$ cat src/rtl/pp_pkg.sv
package pp_pkg;

    typedef enum logic {
        BANK_A = 1'b0,
        BANK_B = 1'b1
    } bank_e;

    typedef struct packed {
        logic  pending;
        bank_e ready;
        logic  overrun;
    } irq_st_t;

    typedef struct packed {
        logic wr_valid;
    } issue_st_t;

endpackage

$ cat src/rtl/pp_addr_gen.sv
module pp_addr_gen #(
    parameter int DEPTH  = 512,
    parameter int ADDR_W = $clog2(DEPTH)
) (
    input  logic              clk,
    input  logic              rst_n,
    input  logic              step,
    output logic [ADDR_W-1:0] addr,
    output logic              wrap
);
    localparam logic [ADDR_W-1:0] LAST = ADDR_W'(DEPTH - 1);

    typedef struct packed {
        logic [ADDR_W-1:0] addr;
    } addr_st_t;

    addr_st_t s_d, s_q;

    // Wrap is flagged on the write that lands on the last word.
    always_comb begin
        s_d  = s_q;
        wrap = step && (s_q.addr == LAST);
        if (step) begin
            s_d.addr = wrap ? '0 : s_q.addr + 1'b1;
        end
    end

    always_ff @(posedge clk or negedge rst_n) begin
        if (!rst_n) s_q <= '0;
        else        s_q <= s_d;
    end

    assign addr = s_q.addr;
endmodule

$ cat src/rtl/pp_bank_sel.sv
module pp_bank_sel
    import pp_pkg::*;
(
    input  logic  clk,
    input  logic  rst_n,
    input  logic  wrap,
    output bank_e bank
);
    typedef struct packed {
        bank_e bank;
    } bank_st_t;

    bank_st_t s_d, s_q;

    always_comb begin
        s_d = s_q;
        if (wrap) begin
            s_d.bank = (s_q.bank == BANK_A) ? BANK_B : BANK_A;
        end
    end

    always_ff @(posedge clk or negedge rst_n) begin
        if (!rst_n) s_q <= '{bank: BANK_A};
        else        s_q <= s_d;
    end

    assign bank = s_q.bank;
endmodule

$ cat src/rtl/pp_irq_ctrl.sv
module pp_irq_ctrl
    import pp_pkg::*;
(
    input  logic  clk,
    input  logic  rst_n,
    input  logic  full,
    input  bank_e full_bank,
    input  logic  ack,
    output logic  irq,
    output bank_e ready_bank,
    output logic  overrun
);
    irq_st_t s_d, s_q;

    // A full event outranks an acknowledge in the same cycle.
    always_comb begin
        s_d = s_q;
        if (ack) begin
            s_d.pending = 1'b0;
        end
        if (full) begin
            if (s_q.pending && !ack) begin
                s_d.overrun = 1'b1;
            end
            s_d.pending = 1'b1;
            s_d.ready   = full_bank;
        end
    end

    always_ff @(posedge clk or negedge rst_n) begin
        if (!rst_n) s_q <= '{pending: 1'b0, ready: BANK_A, overrun: 1'b0};
        else        s_q <= s_d;
    end

    assign irq        = s_q.pending;
    assign ready_bank = s_q.ready;
    assign overrun    = s_q.overrun;
endmodule

$ cat src/rtl/pingpong_capture.sv
module pingpong_capture
    import pp_pkg::*;
#(
    parameter int DATA_W = 12,
    parameter int DEPTH  = 512,
    parameter int ADDR_W = $clog2(DEPTH)
) (
    input  logic              clk,
    input  logic              rst_n,
    input  logic              fifo_empty,
    output logic              fifo_rd,
    input  logic [DATA_W-1:0] fifo_data,
    output logic [ADDR_W-1:0] mem_addr,
    output logic [DATA_W-1:0] mem_wdata,
    output logic              mem_we0,
    output logic              mem_we1,
    output logic              irq,
    input  logic              irq_ack,
    output logic              ready_bank,
    output logic              overrun
);
    issue_st_t s_d, s_q;
    logic      wr_now;
    logic      wrap;
    bank_e     bank;
    bank_e     rdy;

    // Strobe the FIFO whenever it has data; the word is stored one cycle later.
    always_comb begin
        s_d          = s_q;
        fifo_rd      = rst_n && !fifo_empty;
        s_d.wr_valid = fifo_rd;
    end

    always_ff @(posedge clk or negedge rst_n) begin
        if (!rst_n) s_q <= '0;
        else        s_q <= s_d;
    end

    assign wr_now = s_q.wr_valid;

    pp_addr_gen #(
        .DEPTH  (DEPTH),
        .ADDR_W (ADDR_W)
    ) u_addr (
        .clk   (clk),
        .rst_n (rst_n),
        .step  (wr_now),
        .addr  (mem_addr),
        .wrap  (wrap)
    );

    pp_bank_sel u_bank (
        .clk   (clk),
        .rst_n (rst_n),
        .wrap  (wrap),
        .bank  (bank)
    );

    pp_irq_ctrl u_irq (
        .clk        (clk),
        .rst_n      (rst_n),
        .full       (wrap),
        .full_bank  (bank),
        .ack        (irq_ack),
        .irq        (irq),
        .ready_bank (rdy),
        .overrun    (overrun)
    );

    assign mem_wdata  = fifo_data;
    assign mem_we0    = wr_now && (bank == BANK_A);
    assign mem_we1    = wr_now && (bank == BANK_B);
    assign ready_bank = rdy;
endmodule

$ cat config.mk
export PLATFORM = sky130hd
export DESIGN_NAME = pingpong_capture
export DESIGN_NICKNAME = d
export VERILOG_FILES = /design/src/rtl/pp_pkg.sv /design/src/rtl/pp_addr_gen.sv /design/src/rtl/pp_bank_sel.sv /design/src/rtl/pp_irq_ctrl.sv /design/src/rtl/pingpong_capture.sv
export SDC_FILE = /design/constraint.sdc
export NUM_CORES = 1
export LEC_CHECK = 0
export ABC_AREA = 1
export BUFFER_PORTS_ARGS = -buffer_cell sky130_fd_sc_hd__buf_2
export CORE_AREA = 2 2 57 43
export CTS_BUF_LIST = sky130_fd_sc_hd__clkbuf_4 sky130_fd_sc_hd__clkbuf_8 sky130_fd_sc_hd__clkbuf_16
export DETAILED_ROUTE_END_ITERATION = 7
export DIE_AREA = 0 0 59 45
export PLACE_DENSITY = 0.71
export SYNTH_ARGS = -nofsm -noshare
export SYNTH_HDL_FRONTEND = slang
export SYNTH_SLANG_ARGS = --single-unit
export TNS_END_PERCENT = 10
$ cat constraint.sdc
create_clock -name clk -period 1.7 [get_ports clk]
set_clock_uncertainty 0.15 [all_clocks]
set_input_delay 0.17 -clock clk [delete_from_list [all_inputs] [get_ports clk]]
set_output_delay 0.17 -clock clk [all_outputs]
set_load 0.02 [all_outputs]
=== Word level (Yosys, flattened, before mapping) ===
Cells that the tools add are included.

* Register bits: 14
* Input bits: 16
* Output and inout port bits: 27
* Word-level logic and storage cells: 23

* Add/subtract/negate cells: 1
* Equal/unequal tests: 1
* Mux-type cells: 5
* Bitwise logic cells: 1
* Reduce and logical (&&, ||, !) cells: 9

{| class="wikitable"
|+ Operators by type and width
! kind !! number
|-
| 9-bit by 1-bit adder with 9-bit output, second input constant || 1
|-
| 9-bit equality test, second input constant || 1
|-
| 9-bit 2-to-1 mux || 1
|-
| 1-bit logical AND || 5
|-
| 1-bit 2-to-1 mux || 3
|-
| 3-bit 2-to-1 mux || 1
|-
| 1-bit logical NOT || 2
|-
| 2-bit AND reduction || 1
|-
| 2-bit nonzero test || 1
|-
| 1-bit inverter || 1
|}

=== Depth between registers and ports, before layout ===
Gate-level depths: netlist of run 1.

* Depth in word-level cells: 4
* Depth in mapped cells: 9
* Depth with buffers taken out: 9

=== Cells and area by module ===
From an unflattened synthesis of run 1, not the netlist that was laid out.

* Cell total of the unflattened synthesis: 97
* Area total of the unflattened synthesis: 792.0 um^2

{| class="wikitable"
|+ Modules (own cells, without submodules)
! module !! times used !! cells an instance !! area an instance (um^2) !! sequential area each (um^2)
|-
| pp_addr_gen || 1 || 59 || 494.2 || 225.2
|-
| pingpong_capture || 1 || 19 || 140.1 || 25.0
|-
| pp_irq_ctrl || 1 || 13 || 113.9 || 75.1
|-
| pp_bank_sel || 1 || 6 || 43.8 || 25.0
|}

=== Least setup slack after synthesis of run 1 ===
OpenSTA, ideal clock, no wires.

* Path type: reg-to-reg
* From: register u_addr.s_q (netlist bit u_addr.addr[0])
* To: register u_addr.s_q (netlist bit u_addr.addr[5])
* Setup time: 0.113 ns
* Arrival time: 1.559 ns
* Data required time: 1.437 ns
* Setup slack: -0.122 ns
* Stages on the path, launching flop included: 10
* Buffers on the path: 0
* Period minus slack after synthesis: 1.822 ns
* Path through: dfrtp_1 > ha_1 > nand3_2 > nor4_1 > ha_1 > nand2_2 > nand2_1 > nand2_1 > nand2_1 > inv_1

* Longest elaborated chain between the ends: 3
* Elaborated cells on any way between the ends: 4
* Those cells by class: add/sub (1); eq/ne (1); mux (1); reduce/logical (1)

{| class="wikitable"
|+ RTL lines
! what !! line !! text
|-
| start, declared || pp_addr_gen.sv:17 || <nowiki>addr_st_t s_d, s_q;</nowiki>
|-
| start signal, assigned || pp_addr_gen.sv:29 || <nowiki>if (!rst_n) s_q <= '0;</nowiki>
|-
| start signal, assigned || pp_addr_gen.sv:30 || <nowiki>else s_q <= s_d;</nowiki>
|-
| parallel branches: the longest is 2 deep, another holds 9-bit by 1-bit adder with 9-bit output || -- ||
|-
| 9-bit 2-to-1 mux (*) || pp_addr_gen.sv:24 || <nowiki>s_d.addr = wrap ? '0 : s_q.addr + 1'b1;</nowiki>
|}

Mark *: on every way between the ends.
A chain may end at the register's enable or synchronous reset.

=== Worst setup path in the final report of run 1 ===
* From: register u_addr.s_q (netlist bit u_addr.addr[1])
* To: register u_addr.s_q (netlist bit u_addr.addr[8])

Same word-level chain as after synthesis.

==> flow_results.org, run 1 <==
** Synthesis
- Cell area after synthesis :: 763.2 um2
- Async set-reset flop share out of synthesis :: 1.000
- EDFF count, synth :: 0
- Most common cell in the synthesized netlist :: nand2_1
- For this run, the number of Yosys warnings is 0.
- The biggest area contributor in the post-synthesis netlist is dfrtp_1.
- After technology mapping, the gate count stands at 90.
- Of the post-synthesis cell area, the dominant cell type holds 0.4590.
- Of the synthesized area, sequential elements account for 0.4590.
- Number of nets produced by synthesis :: 108
- The netlist uses 23 different library cells.
- Counting flops and latches in the post-synthesis netlist gives 14.
- Most frequently used flop master after synthesis :: dfrtp_1
- A synthesized cell averages roughly 8.5 um2.
- Most frequent cells after synthesis :: nand2_1, dfrtp_1, buf_4, inv_1, nor2_1
- By area the synthesized netlist is led by dfrtp_1, buf_4, nand2_1.

** Power
- For this design the ratio of total power to cell area is ~1100 nW/um2.
- Total power for the finished layout comes to about 1.1 mW.
- The worst-case IR drop observed on VDD is between 400 and 500 uV.
- Of the total power, the share spent switching nets is 0.3586.
- For this design the static power due to leakage is around 0.54 nW.
- Total net switching power :: roughly 0.39 mW
- Combinational fraction of design power :: 0.363
- Portion of total power attributed to the clock network :: 0.227
- The share of total power dissipated in sequential elements is 0.410.
- Internal power comes to a little under 0.7 mW.

** Timing
- The number of failing hold endpoints at the final stage is 0.
- For the final routed database, the setup TNS stands at 0 ns.
- In the finished design, the share of the clock period the worst path needs comes to 0.9509.
- The worst path needs 1.616 ns of the cycle, external delays included.
- The max-slew violation count came to 0.
- For the pin with the worst max-slew slack, the measured transition is 0.3455 ns.
- Static timing analysis puts the maximum clock frequency at between 600 and 700 MHz.
- Endpoints failing setup :: 0
- Post-route worst setup slack :: 0.08351 ns
- Worst slew margin relative to its limit :: 0.7697

** Cells and area
- Fraction of layout cells with a size suffix above 1 :: 0.3964
- At the end of the flow the core is filled with cells to 0.4679.
- The number of antenna diodes in the final layout is 0.
- Relative to the synthesized area, the layout overhead comes to 26.72%.
- Nets@finish :: between 100 and 150

** Place
- Routability-driven placement finished with a final weighted congestion of around 0.84.
- Prior to clock tree synthesis, the placed netlist has a worst setup slack of approximately 0.017 ns.
- During placement, the flow inserted port buffers numbering 18.
- The wire-length estimate of the detail-placed layout is around 1200 um.

** Critical path
- Along the worst path, the maximum fanout reaches 2.
- Critical Path Sink Type :: flip-flop
- Launch point of the critical path :: u_addr.addr[1]$_DFFE_PN0P_
- At the worst endpoint, the required time is about 1.7 ns.
- In this run the critical register-to-register path is launched from u_addr.addr[1]$_DFFE_PN0P_.
- Element type at the critical path start :: flip-flop
- For the worst setup path, the data arrival time is about 1.6 ns.
- Critical setup path kind :: flip-flop to flip-flop

** GRT
- Number of antenna violations at the first check in global routing :: 0
- The first global-routing pass estimated between 2000 and 3000 um of wire.
- The total overflow left after global routing is 0.
- Entering global routing, the biggest net connects 15 pins.
- Total routing resource utilization after global routing :: 0.1442
- Vias in the first global route :: roughly 590

** Clock tree
- Clock-pin slew on the worst setup and hold paths :: 0.10 ns
- Number of levels in the clock H-tree :: 1
- Clock buffer count from CTS :: 3
- Sinks on Clock Net :: 14
- Worst-skew pair later-pin latency :: roughly 0.29 ns
- Buffer depth of the longest clock path :: 2
- TritonCTS built the clock tree.
- CTS Root Cell :: clkbuf_4

** Routing
- DRT Wirelength :: about 1700 um
- Vias :: ~640
- The first detailed-routing pass took 4 iterations.
- Once detail routing completed, the nets flagged for antenna violations numbered 0.
- Via density :: between 4 and 5
- Avg WL per Cell :: 12.68 um
- DRC violations left :: 0
- In this run, the number of DRC markers left after iteration 0 of detailed routing was 23.

** Die
- For this configuration, the core starts out at a cell density of 0.3692.
- I/O Pins :: 43
- Standard cell core area :: roughly 2100 um2
- The floorplan has 14 rows.
- Die ar. :: roughly 2700 um2
- Measured along the y axis, the die boundary spans 45 um.
- Horizontal die dimension :: 59 um

** Hold path
- The startpoint identified for the worst hold timing path is fifo_data[10].
- The path class of the tightest hold or removal check is input port to primary output.

** Run status
- The run finished with clean final reports.

** Flow run
- Max-cap violations in this run came to 0.
-- per-layer routing --
layer | track usage | wire length (um) | vias up | part of all wire
li1 | - | - | 313 | -
met1 | 0.1856 | 826 | 301 | 0.48
met2 | 0.2267 | 758 | 22 | 0.44
met3 | 0.06304 | 128 | 0 | 0.075
met4 | 0.03182 | 0 | 0 | 0
met5 | 0 | 0 | - | 0
-- timing repair --
action | CTS | global route
pin swaps | 1 | 1
setup buffers | 1 | 0
setup endpoints to repair | 1 | 9
resized for setup | 0 | 6
gates cloned | 0 | 0
endpoints found under the hold margin | 16 | 0
hold buffers | 3 | 0
-- cells by family after synthesis --
group                    after synthesis  synth area share
buffers and inverters                 24            0.1820
AO/OA/AOI/OAI                          7           0.05739
adder cells (fa/ha/maj)                2           0.03278
AND/OR/NAND/NOR                       42            0.2574
flip-flops                            14            0.4590
XOR/XNOR                               1           0.01148
-- layout by cell type, fill, tap and decap left out --
cell / Yosys / layout
a21oi_1: 2 / 2
a22o_1: 1 / 1
buf_2: 0 / 18
buf_4: 13 / 9
clkbuf_4: 0 / 3
clkbuf_8: 0 / 1
dfrtp_1: 14 / 12
dfrtp_2: 0 / 2
dlygate4sd3_1: 0 / 3
ha_2: 0 / 1
ha_4: 0 / 1
inv_1: 10 / 10
inv_2: 1 / 1
nand2_1: 21 / 20
nand2_2: 2 / 2
nand2_4: 0 / 1
nand3_1: 2 / 2
nand3_4: 0 / 1
nand4_1: 1 / 1
nor2_1: 8 / 8
nor2_2: 2 / 2
nor2_4: 1 / 1
nor3_1: 1 / 1
nor3b_1: 1 / 1
nor4_4: 0 / 1
o21a_1: 1 / 1
o21ai_0: 2 / 2
o21bai_1: 1 / 1
or2_0: 1 / 1
xor2_1: 1 / 1
-- layout make-up --
| type | instances | area (um2) |
|---|---|---|
| Clock buffer | 4 | 36.28 |
| Fill cell | 207 | 1100 |
| Inverter | 11 | 41.29 |
| Multi-Input combinational cell | 52 | 319.1 |
| Sequential cell | 14 | 352.8 |
| Tap cell | 24 | 30.03 |
| Timing Repair Buffer | 30 | 187.7 |
-- flip-flops by register name, summed over array words and instances (netlist names) --
register / cells
u_bank.bank: 1
u_addr.addr: 9
u_irq.irq: 1
u_irq.overrun: 1
s_q: 1
u_irq.ready_bank: 1
-- power by group through the flow --
stage	combinational (mW)	sequential [mW]	clock, mW
after floorplan	0.142	0.521	0
after global placement	0.358	0.434	0
after detailed placement	0.364	0.436	0
after CTS	0.371	0.430	0.258
after global routing	0.431	0.452	0.273
final	0.394	0.444	0.246
-- path summary, 6_finish.rpt --
path / to / slack (ns) / cells past startpoint
max reg2reg: u_addr.addr[8]$_DFFE_PN0P_ / 0.08 / 7
min in group asynchronous: u_addr.addr[4]$_DFFE_PN0P_ / 0.23 / 3
min: mem_wdata[10] / 0.19 / 0
max in group asynchronous: u_addr.addr[0]$_DFFE_PN0P_ / 0.97 / 3
max: u_addr.addr[8]$_DFFE_PN0P_ / 0.08 / 7
min reg2reg: u_irq.irq$_DFFE_PN0P_ / 0.35 / 2
-- through the flow --
stage / hold slack [ns] / std cells / area (um2)
after floorplan: -0.2756 / 90 / 774.5
after global placement: 0.01048 / 127 / 857.1
after detailed placement: 0.009325 / 127 / 857.1
after CTS: 0.1901 / 135 / 930.9
after global routing: 0.1900 / 135 / 967.2
final: 0.1900 / 135 / 967.2
-- worst max-delay path, stage by stage, from the launching register on --
cell and delay (ns):
dfrtp_2 0.39, ha_4 0.14, nand3_4 0.09, nor4_4 0.14, ha_2 0.24, buf_4 0.11
nor2_1 0.05, a22o_1 0.19
Power figures use the tool's default switching activity.
==> run 2, diff against run 1 <==
CORE_AREA = 2 2 44 46   (was 2 2 57 43)
DIE_AREA = 0 0 46 48   (was 0 0 59 45)
PLACE_DENSITY = 0.8   (was 0.71)
SKIP_LAST_GASP = 1   (was default)
clock period = 2.1 ns   (was 1.7 ns; I/O delays follow)
==> run 2 against run 1 <==
  * Flip-flop and latch count is the same
  * Global-route usage up 0.89 points
  * Critical path depth is 2 higher
  * Count of clock-buffer cells in the layout did not move
  * Largest cell class unchanged
  * Largest power group unchanged
==> flow_results.org, run 2 (synthesized netlist as in run 1, its figures left out) <==
** Clock tree
- CTS Root Cell :: clkbuf_4
- Worst-skew pair later-pin latency :: 0.29 ns (about the same)
- Cts repair resizes :: 0 (unchanged)
- CTS tree :: built
- Clock-pin slew on the worst setup and hold paths :: 0.09 ns (about the same)
- Sinks on Clock Net :: 14 (unchanged)
- Buffer depth of the longest clock path :: 2 (unchanged)
- The CTS buffer count was 3 (unchanged).
- Number of levels in the clock H-tree :: 1 (unchanged)

** Run status
- Result of the run :: finished clean

** Place
- Half-perimeter wire length of the detailed placement result :: 1039 um (-15%)
- Total of buffers placed on input and output ports :: 18 (unchanged)
- GPL Wtd Cong :: 0.7675 (-9.1%)
- Pre-CTS setup slack :: 0.2737 ns (+0.2569 ns)

** Critical path
- The worst setup path is launched from a flip-flop.
- Total buffers and inverters traversed by the critical path :: 1 (unchanged)
- Worst endpoint required time :: 2.14 ns (+0.42 ns)
- Critical Path Sink Type :: flip-flop
- The worst endpoint data arrival time is 1.89 ns (+0.25 ns).
- CP max stage delay :: 0.41 ns (+0.02 ns)
- Worst Path Max Fanout :: 10 (+8)
- The critical path goes through ha_1 -> nand3_2 -> nor4_1 -> ha_1 -> nand2_2 -> nand2_1 -> nand2_1 -> nand2_1 -> inv_1.
- In this design, the largest share of critical-path delay is due to simple AND/OR/NAND/NOR gates.
- The critical path in this run is classified as flip-flop to flip-flop.
- Among the stages of the critical path, the cell type that occurs most often is nand2_1.
- The largest individual stage delay along the critical path comes from the cell dfrtp_1.

** GRT
- Vias in the first global route :: 534 (-9.9%)
- Number of antenna violations at the first check in global routing :: 0 (unchanged)
- Global route total overflow :: 0 (unchanged)
- The first-pass GRT wire length was 2290 um (-17%).
- Maximum number of pins on one net before global-route repair :: 16 (+1)
- The overall track demand over capacity in global routing is 0.1531 (+0.008940).

** Power
- The post-route total power was 0.7754 mW (-28%).
- Static leakage :: 0.4746 nW (-13%)
- Power density over the cells :: 930.6 nW/um2 (-17%)
- Largest voltage drop on the vdd net :: 426.2 uV (-7.4%)

** Die
- Horizontal die dimension :: 46 um (-22%)
- Standard cell core area :: 1689 um2 (-18%)
- The number of core rows was 15 (+1).
- I/O Pins :: 43 (unchanged)
- The overall die area was 2208 um2 (-17%).
- Height of the die :: 48 um (+6.7%)
- Initial core utilization :: 0.4519 (+0.08260)

** Timing
- The smallest hold slack is 0.02336 ns (-0.1667 ns).
- Endpoints failing setup :: 0 (unchanged)
- Post-layout min period :: 1.852 ns (+0.2360 ns)
- The highest attainable clock frequency is 539.8 MHz (-13%).
- Final count of hold timing violations :: 0 (unchanged)
- Transition time of the tightest slew-check pin :: 0.3275 ns (-0.01800 ns)
- The max-slew violation count was 0 (unchanged).
- Setup repair after global routing left no endpoint under its margin.
- The minimum setup slack in the final design came to 0.2475 ns (+0.1640 ns).
- The final setup TNS was 0 ns (unchanged).
- Worst slew margin relative to its limit :: 0.7817 (+0.01200)
- The final period utilization is 0.8821 (-0.06874).

** Cells and area
- Most common library cell in the layout ignoring fill and taps :: nand2_1
- The library cells used most frequently in the layout, excluding fill and tap cells, are nand2_1, buf_2, dfrtp_1, inv_1, nor2_1.
- Max reg flops :: 9 (unchanged)
- Seq. cell area :: 350.3 um2 (-0.71%)
- Count of inserted antenna diode cells :: 0 (unchanged)
- The fraction of final layout cells sized beyond drive strength 1 was 0.2871 (-0.1093).
- Fill cell instance count of the final layout :: 159 (-23%)
- The net count of the finished layout is 120 (-7.7%).
- P&R area growth vs syn :: 9.180%
- Multi-input gate area in the final layout :: 274.0 um2 (-14%)

** Routing
- The wire length per cell was 12.17 um (-4.0%).
- Wire length on met1 :: 675 um (-18%)
- Number of search-and-repair iterations in the first detailed-routing pass :: 4 (unchanged)
- The wire length on met2 came to 614 um (-19%).
- The final routed DRC violation total came to 0 (unchanged).
- The met3 routed wirelength is 93 um (-27%).
- The via density per instance is 5.051 (+7.2%).
- Vias :: 596 (-6.3%)
- Detail Route Antenna Nets :: 0 (unchanged)
- The violation count after the first detailed-route iteration came to 9 (-61%).
- The highest metal layer carrying signal wires in the routed design is met4.
- The final routed wirelength across all metal layers is 1436 um (-16%).

** Flow run
- The number of max-capacitance violations reported is 0 (unchanged).

** Hold path
- The min-delay analysis places its worst path in the category input port to flip-flop.
[run 2: cell count changes in the layout (fill, tap and decap cells not counted), sizes merged]
cell	delta
dlygate4sd3	-1
buf	-9
[run 2: area by class of cell]
cell class / count / area share
repair buffers: 20 / 0.1321
inverters: 11 / 0.04955
well taps: 17 / 0.02553
multi-input cells: 52 / 0.3288
clock buffers: 4 / 0.04354
flip-flops and latches: 14 / 0.4204
[run 2: worst register-to-register path, cell delays in order (launching register included)]
cell and delay, ns:
dfrtp_1 0.41, ha_1 0.20, nand3_2 0.12, nor4_1 0.22, ha_1 0.25, nand2_2 0.15, nand2_1 0.13, nand2_1 0.05
nand2_1 0.05, inv_1 0.03
[run 2: what timing repair did]
| item | in CTS | in global routing |
|---|---|---|
| setup buffers | 0 | 0 |
| endpoints found under the hold margin | 15 | 0 |
| hold buffers | 2 | 0 |
[run 2: stage by stage]
step,utilization,instances,area [um2]
3_3_place_gp,0.4600,112,777.0
3_5_place_dp,0.4600,112,777.0
6_report,0.4933,118,833.3
2_1_floorplan,-,90,763.2
4_1_cts,0.4933,118,833.3
5_1_grt,0.4933,118,833.3
[run 2: final timing paths]
kind	from	end	slack, ns	cells after the start
max in group asynchronous	rst_n	u_addr.addr[6]$_DFFE_PN0P_	1.36	2
min in group asynchronous	rst_n	u_irq.ready_bank$_DFFE_PN0P_	0.19	2
max reg2reg	u_addr.addr[1]$_DFFE_PN0P_	u_addr.addr[5]$_DFFE_PN0P_	0.25	9
max	u_addr.addr[1]$_DFFE_PN0P_	u_addr.addr[5]$_DFFE_PN0P_	0.25	9
min	irq_ack	u_irq.irq$_DFFE_PN0P_	0.02	4
min reg2reg	u_irq.overrun$_DFFE_PN0P_	u_irq.overrun$_DFFE_PN0P_	0.34	1
[run 2: power by group]
part / internal, mW / switching, mW / total [mW]
clock network: 0.106 / 0.0938 / 0.200
logic: 0.0740 / 0.127 / 0.201
registers: 0.313 / 0.0621 / 0.375
[run 2: per-layer routing]
metal,global-route usage,vias to the layer above
li1,-,290
met1,0.1920,270
met2,0.2167,27
met3,0.05283,9
met5,0,-
met4,0.1143,0
==> run 3, diff against run 2 <==
BUFFER_PORTS_ARGS = default   (was -buffer_cell sky130_fd_sc_hd__buf_2)
CORE_AREA = 2 2 43 45   (was 2 2 44 46)
DIE_AREA = 0 0 45 47   (was 0 0 46 48)
DONT_BUFFER_PORTS = 1   (was default)
HOLD_SLACK_MARGIN = 0.1   (was default)
PLACE_DENSITY = default   (was 0.8)
==> run 3 against run 2 <==
  * Via count down 7.7%
  * Critical path type unchanged
  * Final cell count is 7.6% lower
  * Power increased by 1.8%
  * Non-clock buffer count decreased by 9
  * Largest cell class unchanged
  * First-iteration DRC count is 22% lower
  * Worst hold slack improved by 0.23 ns
  * Wire length decreased by 0.21%
  * Fmax is 1.7% higher
  * Sequential power shrank 7.7%
  * Combinational power increased by 24%
  * Register-to-register slack improved by 0.03 ns
  * Critical path depth shrank 1
==> flow_results.org, run 3 (synthesized netlist as in run 1, its figures left out) <==
** Critical path
- The number of cell instances on the worst register-to-register path was 8 (-1).
- Critical Path Sink Type :: flip-flop
- Endpoint of the most critical setup path :: u_addr.addr[5]$_DFFE_PN0P_
- In this run the worst setup path begins at u_addr.addr[5]$_DFFE_PN0P_.
- Slack of the worst reg-to-reg path :: 0.28 ns (+0.03 ns)
- Worst endpoint required time :: 2.13 ns (about the same)
- Worst Path Max Fanout :: 10 (unchanged)
- The startpoint identified for the worst register-to-register timing path is u_addr.addr[5]$_DFFE_PN0P_.
- Element type at the critical path start :: flip-flop
- In this run the critical register-to-register path is captured at u_addr.addr[5]$_DFFE_PN0P_.
- Critical setup path kind :: flip-flop to flip-flop
- Critical path arrival :: 1.85 ns (-0.04 ns)

** Die
- Standard cell core area :: 1652 um2 (-2.2%)
- The width of the die was 45 um (-2.2%).
- Initial core utilization :: 0.4621 (+0.01027)
- # rows :: 15 (unchanged)
- The overall die area came to 2115 um2 (-4.2%).
- I/O Pins :: 43 (unchanged)
- The vertical die dimension was 47 um (-2.1%).

** Routing
- The number of iterations in the first detailed-routing pass was 4 (unchanged).
- Detail Route Antenna Nets :: 0 (unchanged)
- The total vias in the final route is 550 (-7.7%).
- Routed signal wires occupy layers up through met4.
- Met3 WL :: 101 um (+8.6%)
- DRT Wirelength :: 1433 um (-0.21%)
- Avg WL per Cell :: 13.15 um (+8.0%)
- The wire length on met2 is 661 um (+7.7%).
- First-iteration detailed-routing DRC count :: 7 (-2)
- DRC violations left :: 0 (unchanged)
- The length of routed wiring on met1 was 648 um (-4.0%).
- Via density :: 5.046 (about the same)

** Place
- The weighted congestion at the end of routability-driven global placement is 0.7143 (-6.9%).
- Half-perimeter wire length of the detailed placement result :: 1099 um (+5.8%)
- Total of buffers placed on input and output ports :: 0 (-18)

** Cells and area
- P&R area growth vs syn :: 7.213%
- The library cell used most frequently in the layout, excluding fill and tap cells, is nand2_1.
- Max reg flops :: 9 (unchanged)
- The fraction of final layout cells sized beyond drive strength 1 is 0.1957 (-0.09148).
- The number of antenna cells inserted was 0 (unchanged).
- In the layout the commonest cells are nand2_1, dfrtp_1, inv_1, nor2_1, buf_4.
- The net count of the finished layout came to 111 (-7.5%).

** Flow run
- Number of max-capacitance violations reported :: 0 (unchanged)

** GRT
- The largest net degree at the start of global routing came to 16 (unchanged).
- The number of global-route vias before repair came to 551 (+3.2%).
- Global route total overflow :: 0 (unchanged)
- Number of antenna violations at the first check in global routing :: 0 (unchanged)
- Total routing resource utilization after global routing :: 0.1509 (-0.002189)
- Global-route wire length before repair :: 2277 um (-0.57%)

** Clock tree
- Sinks on Clock Net :: 14 (unchanged)
- Number of levels in the clock H-tree :: 1 (unchanged)
- Clock buffer count from CTS :: 3 (unchanged)
- The number of buffers inserted to repair setup after CTS is 0 (unchanged).
- The clock input transition at the sequential cells of the worst setup and hold paths is 0.09 ns (about the same).
- CTS Root Cell :: clkbuf_4
- The later-pin clock latency in the skew report was 0.28 ns (about the same).
- The maximum buffer depth of the clock tree was 2 (unchanged).
- TritonCTS built the clock tree.

** Timing
- Unrepaired setup endpoints after global routing :: false
- Endpoints failing setup :: 0 (unchanged)
- The final setup TNS was 0 ns (unchanged).
- The actual transition at the worst max-transition pin is 0.6320 ns (+0.3045 ns).
- Final count of hold timing violations :: 0 (unchanged)
- The highest attainable clock frequency was 549.2 MHz (+1.7%).
- Portion of the clock cycle consumed by the worst path in the final layout :: 0.8671 (-0.01507)
- Post-layout min period :: 1.821 ns (-0.03165 ns)
- The headroom to the max-slew limit was 0.5773 (-0.2044).
- Max-slew violation count :: 0 (unchanged)

** Power
- The cell leakage power was 0.4400 nW (-7.3%).
- Power density over the cells :: 964.8 nW/um2 (+3.7%)
- The post-route total power was 0.7895 mW (+1.8%).
- Largest voltage drop on the vdd net :: 667.9 uV (+57%)

** Hold path
- The path class of the tightest hold or removal check is input port to flip-flop.

** Run status
- Result of the run :: finished clean
==> run 3: final cells by class <==
| class | count | area (um2) |
|---|---|---|
| fill | 149 | 833.3 |
| multi-input combinational | 52 | 274.0 |
| clock buffer | 4 | 36.28 |
| inverter | 11 | 41.29 |
| timing repair buffer | 11 | 95.09 |
| sequential | 14 | 350.3 |
| tap | 17 | 21.27 |
==> run 3: worst min path at each step <==
stage	startpoint	to	slack [ns]	cells past startpoint
after floorplan	rst_n	s_q$_DFF_PN0_	-0.24	0
after global placement	rst_n	u_addr.addr[0]$_DFFE_PN0P_	-0.24	0
after detailed placement	rst_n	u_addr.addr[0]$_DFFE_PN0P_	-0.24	0
after CTS	rst_n	u_addr.addr[0]$_DFFE_PN0P_	0.27	1
after global routing	fifo_data[7]	mem_wdata[7]	0.27	0
final	rst_n	s_q$_DFF_PN0_	0.26	3
==> run 3: layer usage <==
layer,GRT usage,vias up
li1,-,274
met1,0.1981,245
met2,0.2429,27
met3,0.03462,4
met4,0.05882,0
met5,0,-
==> run 3: critical path, cell delays in order, from the launching register on <==
cell and delay, ns:
dfrtp_1 0.48, nand2_1 0.17, nor4_1 0.26, ha_1 0.24, nand2_2 0.15, nand2_1 0.13, nand2_1 0.05, nand2_1 0.05
inv_1 0.03
==> run 3: power by group <==
part / internal, mW / switching (mW)
combinational: 0.0949 / 0.154
clock: 0.106 / 0.0888
sequential: 0.313 / 0.0332
==> run 3: repair_timing <==
item                                    in CTS  in global routing
hold endpoints to repair                    17                 14
hold buffers                                 3                  1
resized for setup                            0                  1
endpoints found under the setup margin       0                  1
==> run 3: metrics by stage <==
step	util	hold WS (ns)	instance area [um2]	worst slack [ns]	std cells
finish	0.4955	0.2560	818.3	0.2792	109
global route	0.4955	0.2700	818.3	0.04796	109
CTS	0.4879	0.2696	805.8	0.06406	108
detailed placement	0.4477	-0.2352	739.5	0.2817	101
global placement	0.4477	-0.2352	739.5	0.3219	101
floorplan	-	-0.2356	763.2	0.2779	90
